$ cat config.mk
export PLATFORM = sky130hd
export DESIGN_NAME = gpio_irq_port
export DESIGN_NICKNAME = d
export VERILOG_FILES = /design/src/rtl/gpio_irq_port.sv
export SDC_FILE = /design/constraint.sdc
export NUM_CORES = 1
export LEC_CHECK = 0
export CORE_ASPECT_RATIO = 1.4
export CORE_MARGIN = 4
export CORE_UTILIZATION = 50
export DETAILED_ROUTE_END_ITERATION = 8
export HOLD_SLACK_MARGIN = 0.05
export PLACE_DENSITY = 0.74
export REMOVE_ABC_BUFFERS = 1
export SLEW_MARGIN = 20
export SYNTH_ARGS = -nofsm -noshare
export SYNTH_HDL_FRONTEND = slang
export SYNTH_SLANG_ARGS = --single-unit
export TNS_END_PERCENT = 10
$ cat constraint.sdc
create_clock -name clk -period 2 [get_ports clk]
set_clock_uncertainty 0.15 [all_clocks]
set_input_delay 0.4 -clock clk [delete_from_list [all_inputs] [get_ports clk]]
set_output_delay 0.4 -clock clk [all_outputs]
set_load 0.005 [all_outputs]
$ cat src/rtl/gpio_irq_port.sv
module gpio_irq_port #(
  parameter int NPINS  = 32,
  parameter int ADDR_W = 5
) (
  input  logic              clk,
  input  logic              rst_n,
  input  logic [ADDR_W-1:0] bus_addr,
  input  logic              bus_we,
  input  logic [NPINS-1:0]  bus_wdata,
  output logic [NPINS-1:0]  bus_rdata,
  input  logic [NPINS-1:0]  pad_in,
  output logic [NPINS-1:0]  pad_out,
  output logic [NPINS-1:0]  pad_oe,
  output logic              irq
);
  localparam logic [ADDR_W-1:0] OFS_DIR = ADDR_W'('h00);
  localparam logic [ADDR_W-1:0] OFS_ODR = ADDR_W'('h04);
  localparam logic [ADDR_W-1:0] OFS_DAT = ADDR_W'('h08);
  localparam logic [ADDR_W-1:0] OFS_STS = ADDR_W'('h0C);
  localparam logic [ADDR_W-1:0] OFS_MSK = ADDR_W'('h10);
  localparam logic [ADDR_W-1:0] OFS_SNS = ADDR_W'('h14);

  logic [NPINS-1:0] dir_q, odr_q, dat_q, evt_q, msk_q, sns_q;
  logic [NPINS-1:0] s1_q, s2_q, s3_q;
  logic [NPINS-1:0] pin_lvl, hit, clr;

  for (genvar n = 0; n < NPINS; n++) begin : g_pin
    localparam int B = NPINS - 1 - n;
    assign pin_lvl[B] = pad_in[n];
    assign pad_oe[n]  = dir_q[B] & ~(odr_q[B] & dat_q[B]);
    assign pad_out[n] = dat_q[B] & ~odr_q[B];
  end

  assign hit = (s2_q ^ s3_q) & ~(sns_q & s2_q);
  assign clr = (bus_we && bus_addr == OFS_STS) ? bus_wdata : '0;
  assign irq = |(evt_q & msk_q);

  always_ff @(posedge clk) begin
    if (!rst_n) begin
      dir_q <= '0; odr_q <= '0; dat_q <= '0;
      evt_q <= '0; msk_q <= '0; sns_q <= '0;
      s1_q  <= '0; s2_q  <= '0; s3_q  <= '0;
    end else begin
      s1_q  <= pin_lvl;
      s2_q  <= s1_q;
      s3_q  <= s2_q;
      evt_q <= (evt_q & ~clr) | hit;
      if (bus_we) begin
        case (bus_addr)
          OFS_DIR: dir_q <= bus_wdata;
          OFS_ODR: odr_q <= bus_wdata;
          OFS_DAT: dat_q <= bus_wdata;
          OFS_MSK: msk_q <= bus_wdata;
          OFS_SNS: sns_q <= bus_wdata;
          default: ;
        endcase
      end
    end
  end

  always_comb begin
    case (bus_addr)
      OFS_DIR: bus_rdata = dir_q;
      OFS_ODR: bus_rdata = odr_q;
      OFS_DAT: bus_rdata = (dat_q & dir_q) | (s2_q & ~dir_q);
      OFS_STS: bus_rdata = evt_q;
      OFS_MSK: bus_rdata = msk_q;
      OFS_SNS: bus_rdata = sns_q;
      default: bus_rdata = '0;
    endcase
  end
endmodule

==> results of run 1 <==
registers in the layout, indices dropped and copies added, names as in the netlist:
| name | count |
|---|---|
| s2_q | 32 |
| dir_q | 32 |
| odr_q | 32 |
| s3_q | 32 |
| sns_q | 32 |
| s1_q | 32 |
| dat_q | 32 |
| evt_q | 32 |
| msk_q | 32 |
cells in the mapped netlist, drive strengths merged:
master / n
o22ai: 31
buf: 42
or4b: 2
and2: 96
and4bb: 1
mux2i: 254
mux2: 1
o31a: 32
a21boi: 32
nor3: 32
nor2: 2
nor3b: 32
a211o: 31
inv: 33
nor2b: 66
or4: 2
dfxtp: 288
a31oi: 32
clkbuf: 43
nand4: 4
a22oi: 16
o21ai: 1
mux4: 1
nand2: 198
nor4b: 1
path summary, 6_finish.rpt:
| path | to | cells after the start | slack, ns |
|---|---|---|---|
| worst max-delay path | bus_rdata[4] | 10 | -0.65 |
| worst min-delay path | evt_q[20] | 2 | 0.18 |
| worst max register to register | evt_q[13] | 4 | 0.93 |
| worst min register to register | s2_q[16] | 1 | 0.28 |
area by class of cell:
type | instances | area, µm² | share of cell area, %
Multi-Input combinational cell | 867 | 6608 | 38.47
Timing Repair Buffer | 325 | 3242 | 18.88
Antenna cell | 1 | 2.502 | 0.01457
Inverter | 33 | 123.9 | 0.7212
Sequential cell | 288 | 5844 | 34.03
Clock inverter | 11 | 113.9 | 0.6629
Tap cell | 315 | 394.1 | 2.295
Clock buffer | 40 | 847.1 | 4.932
worst reg2reg max path, stage by stage (launching register included):
cell and delay [ns]:
dfxtp_1 0.32, buf_4 0.13, inv_1 0.05, a31oi_1 0.05, o31a_1 0.27
power breakdown:
| group | internal [µW] | total (µW) | switching [µW] |
|---|---|---|---|
| combinational | 536 | 1050 | 514 |
| clock | 3200 | 5430 | 2230 |
| sequential | 5880 | 5970 | 90.4 |
metal layers:
metal / vias up / track usage (%) / share of wire [%]
li1: 4988 / - / -
met1: 5178 / 31.55 / 40
met2: 347 / 46.21 / 51
met3: 94 / 3.126 / 5.3
met4: 0 / 10.52 / 3.8
met5: - / 0 / 0
logic make-up after synthesis:
family / share of synthesized area (%)
compound gates: 10.54
buf+inv: 4.284
flops: 46.34
mux: 20.71
simple gates: 18.12
through the flow:
stage	cell area [µm²]	power [µW]	instances	hold WS, ns
2_1_floorplan	12030	6409	1188	0.2618
3_3_place_gp	15330	7011	1796	0.2624
3_5_place_dp	15330	7023	1796	0.2684
4_1_cts	17000	12500	1870	0.1656
5_1_grt	17180	12820	1880	0.1884
6_report	17180	12450	1880	0.1774
repair_timing:
item,in CTS,in global routing
hold buffers,0,0
pin swaps,19,33
buffers inserted,14,9
gates cloned,9,0
endpoints found under the setup margin,97,41
resized for setup,322,78
==> flow_summary.ini, run 1 <==
[global_routing]
grt_pass1_vias = 10710
grt_overflow = 0
track_usage_pct = 25.98
grt_max_degree = 52
grt_pass1_wl_mm = 57.50
antenna_found_initial = 1

[synthesis]
synth_area_leader_cell = dfxtp_1
syn_area_um2 = 12440
yosys.area.top_type_share_pct = 46.34
syn_area_per_cell_um2 = 9.773
synth_cell_type_count = 29
seq_area_frac_synth_pct = 46.34
yosys_warnings = 0
synthTopCellsByArea = dfxtp_1, mux2i_1, nand2_1
yosys_register_bits = 288
synthCells = 1273

[power]
irDropWorstVdd_mv = 0.6351
total_leakage_power_uw = 0.008301
powerDensity_nw_per_um2 = 725.1

[finish]
final_core_util_pct = 69.85
drive_gt1_share_pct = 25.32
syn2layout_area_growth_pct = 38.06
nNetsFinal = 1615
final_common_cell = mux2i_1
fillers = 1805
final_cell_mix = mux2i_1, dfxtp_1, nand2_1, buf_4, and2_1

[job]
maxCapViolations = 0

[cts]
cts_buffers = 28
cts_tree = built
root_buffer = clkbuf_16
clk_pin_slew_ns = 0.06
cts_max_level = 1
clock_latency_ns = 0.54
cts.sinks = 288
ctsLongestPathBuffers = 3

[setup_path]
end_kind = primary output
arrival_ns = 2.10
crit_start = bus_addr[1]
worstSetupPathType = in2out
crit_top_cell = buf_6
path_max_fanout = 5
cpPeakStageDelay_ns = 0.50
crit_slowest_cell = or4_4
cp.required_ns = 1.45
r2r-start = evt_q[13]
crit_family = buffers and inverters
critPathBufInv = 7
crit_chain = buf_6 -> buf_6 -> or4_4 -> buf_12 -> buf_8 -> buf_16 -> buf_6 -> o22ai_4 -> a211o_1 -> buf_2
start_kind = input port

[drt]
route.detailed.drc = 0
drt_iter0_drc = 541
postRouteAntennaNets = 0
wirelength_mm = 37.45
routedWlPerCell_um = 19.92
via_per_inst = 5.642
dr.pass1.iters = 5
num_vias = 10610

[placement]
finalWeightedCongestion = 0.8347
io_buffers = 168
dp.final_hpwl_mm = 23.21
post-place-ws_ns = -1.358

[timing]
worstMarginPinSlew_ns = 0.3548
setup_viol = 34
drv_slew = 0
setup_slack_ns = -0.6454
timing.final.crit_share_pct = 132.3
setup_tns_ns = -15.88
final_hold_viol_count = 0
maxSlewHeadroom_pct = 76.34
rsz0062_at_grt = true
min_period_ns = 2.645
fmax_mhz = 378.0

[run_status]
outcome = complete, but fails checks
violations = setup timing

[die]
core-area_um2 = 24590
die_h_um = 194.6
num_rows = 68
initial_core_util_pct = 50.60
io_pins = 169
die_w_um = 141.3
die_area_um2 = 27510

[min_path]
min_from = rst_n
worstHoldPathType = in2reg
Note: power is estimated with default switching activity, not from simulation.
==> run 2: changes to the inputs <==
Settings changed: PLACE_DENSITY 0.74 to 0.88.
==> run 2 against run 1 <==
Compared with the run above:
- the run still ends with setup timing left
- power decreased by 3.0%
- routed wire length increased by 6.1%
- maximum frequency increased by 4.0%
- non-clock buffer count decreased by 8
- sequential share of layout area increased by 0.69 points
- hold slack got worse by 0.071 ns
- critical path type unchanged
==> flow_summary.ini, run 2 (synthesis gave the netlist of run 1 again) <==
[die]
core-area_um2 = 24590
io_pins = 169
die_w_um = 141.3
die_area_um2 = 27510
die_h_um = 194.6
initial_core_util_pct = 50.60
num_rows = 68

[setup_path]
end_kind = primary output
ff2ff_path_depth = 4
cp.required_ns = 1.45
crit_slowest_cell = or4_4
crit_chain = buf_6 -> buf_6 -> or4_4 -> buf_12 -> buf_4 -> o22ai_4 -> a211o_1 -> buf_2
timing.rr.end = evt_q[15]
r2r_slack_ns = 0.88
worstSetupPathType = in2out
cpPeakStageDelay_ns = 0.66
start_kind = input port
arrival_ns = 1.99
r2r-start = evt_q[15]
crit_end = bus_rdata[0]
crit_top_cell = buf_6
path_max_fanout = 6
crit_start = bus_addr[1]

[global_routing]
use_met1_pct = 30.85
grt_pass1_wl_mm = 61.49
antenna_found_initial = 1
track_usage_pct = 27.80
grt_pass1_vias = 11670
grt-busiest-layer = met2
use_met3_pct = 3.446
grt_use_met2_pct = 49.13
grt_overflow = 0
grt_max_degree = 70

[min_path]
worstHoldPathType = in2reg
hold_depth = 2

[finish]
multi_input_area_um2 = 6629
area.sequential_um2 = 5864
final_common_cell = mux2i_1
nNetsFinal = 1607
final_cell_mix = mux2i_1, dfxtp_1, nand2_1, buf_4, and2_1
diodes = 0
fillers = 1676
fin_area_um2 = 16890
drive_gt1_share_pct = 24.89
syn2layout_area_growth_pct = 35.76

[drt]
route.detailed.drc = 0
wirelength_mm = 39.75
postRouteAntennaNets = 0
num_vias = 10970
routedWlPerCell_um = 21.30
dr.pass1.iters = 5
drt_iter0_drc = 773
via_per_inst = 5.878

[timing]
worstMarginPinSlew_ns = 0.3630
rsz0062_at_grt = true
hold_ws_ns = 0.1060
min_period_ns = 2.545
fmax_mhz = 393.0
maxSlewHeadroom_pct = 75.11
final_hold_viol_count = 0
drv_slew = 0
setup_viol = 34
timing.final.crit_share_pct = 127.2
setup_slack_ns = -0.5447

[placement]
finalWeightedCongestion = 0.8599
place_area_um2 = 15240
dp.final_hpwl_mm = 24.86
io_buffers = 168

[cts]
hold_buffers = 0
cts_tree = built
clk_pin_slew_ns = 0.06
cts_max_level = 1
cts.sinks = 288
clock_latency_ns = 0.54
cts_buffers = 28
root_buffer = clkbuf_16
ctsLongestPathBuffers = 3

[power]
total_leakage_power_uw = 0.008151
finalPower_uw = 12080
powerDensity_nw_per_um2 = 715.1
irDropWorstVdd_mv = 0.7837

[run_status]
outcome = complete, but fails checks
violations = setup timing

[job]
maxCapViolations = 0
## run 2: changes by cell type in the layout (fill, tap and decap cells not counted), moves of 9 or more
| cell | delta |
|---|---|
| clkbuf_2 | -12 |
| a21boi_2 | +9 |
| nor3_1 | +21 |
| nor3_2 | -21 |
| a21boi_0 | -10 |
| buf_2 | +13 |
## run 2: worst min path at each step
stage	start	endpoint	slack (ns)
3_5_place_dp	s1_q[23]	s2_q[23]	0.27
6_report	rst_n	evt_q[2]	0.11
5_1_grt	rst_n	evt_q[2]	0.12
2_1_floorplan	s1_q[0]	s2_q[0]	0.26
4_1_cts	rst_n	evt_q[2]	0.09
3_3_place_gp	s1_q[22]	s2_q[22]	0.26
## run 2: power by group
part	internal, µW	switching [µW]	leakage (µW)
registers	5870	98.8	0.00238
logic	516	516	0.00534
clock network	2870	2200	0.000434
## run 2: stage by stage
step,setup TNS (ns),worst slack (ns),utilization [%],std cells
5_1_grt,-17.05,-0.5574,68.69,1866
2_1_floorplan,-122.98,-1.409,-,1188
6_report,-16.24,-0.5447,68.69,1866
3_5_place_dp,-71.93,-1.312,62.00,1793
4_1_cts,-16.77,-0.5360,68.41,1866
3_3_place_gp,-64.14,-1.239,62.00,1793
## run 2: repair_timing
item,in CTS,in global routing
gates cloned,3,0
setup endpoints to repair,97,41
resized for setup,417,29
pin swaps,63,33
buffers inserted,25,2
## run 2: critical path, delay by kind of cell
kind	cells	cell delay (ns)
AO/OA/AOI/OAI	2	0.28
buffers and inverters	5	0.65
AND/OR/NAND/NOR	1	0.66
## run 2: per-layer routing
metal  up-vias  part of all wire, %  wire length, µm
met5         -                0.033               13
met4         2                  6.9             2736
met3       159                  5.4             2157
met2       469                   51            20130
met1      5383                   37            14710
li1       4955                    -                -
## run 2: final cells by class
| cell class | count | area share, % |
|---|---|---|
| sequential | 288 | 34.72 |
| clock inverter | 10 | 0.5482 |
| tap | 315 | 2.334 |
| multi-input combinational | 867 | 39.25 |
| clock buffer | 36 | 4.623 |
| timing repair buffer | 317 | 17.79 |
| inverter | 33 | 0.7334 |
==> run 3: changes to the inputs <==
Settings changed: CAP_MARGIN from default to 20.
==> results of run 3 <==
No change in the layout: final DEF, timing and power equal those of run 2.
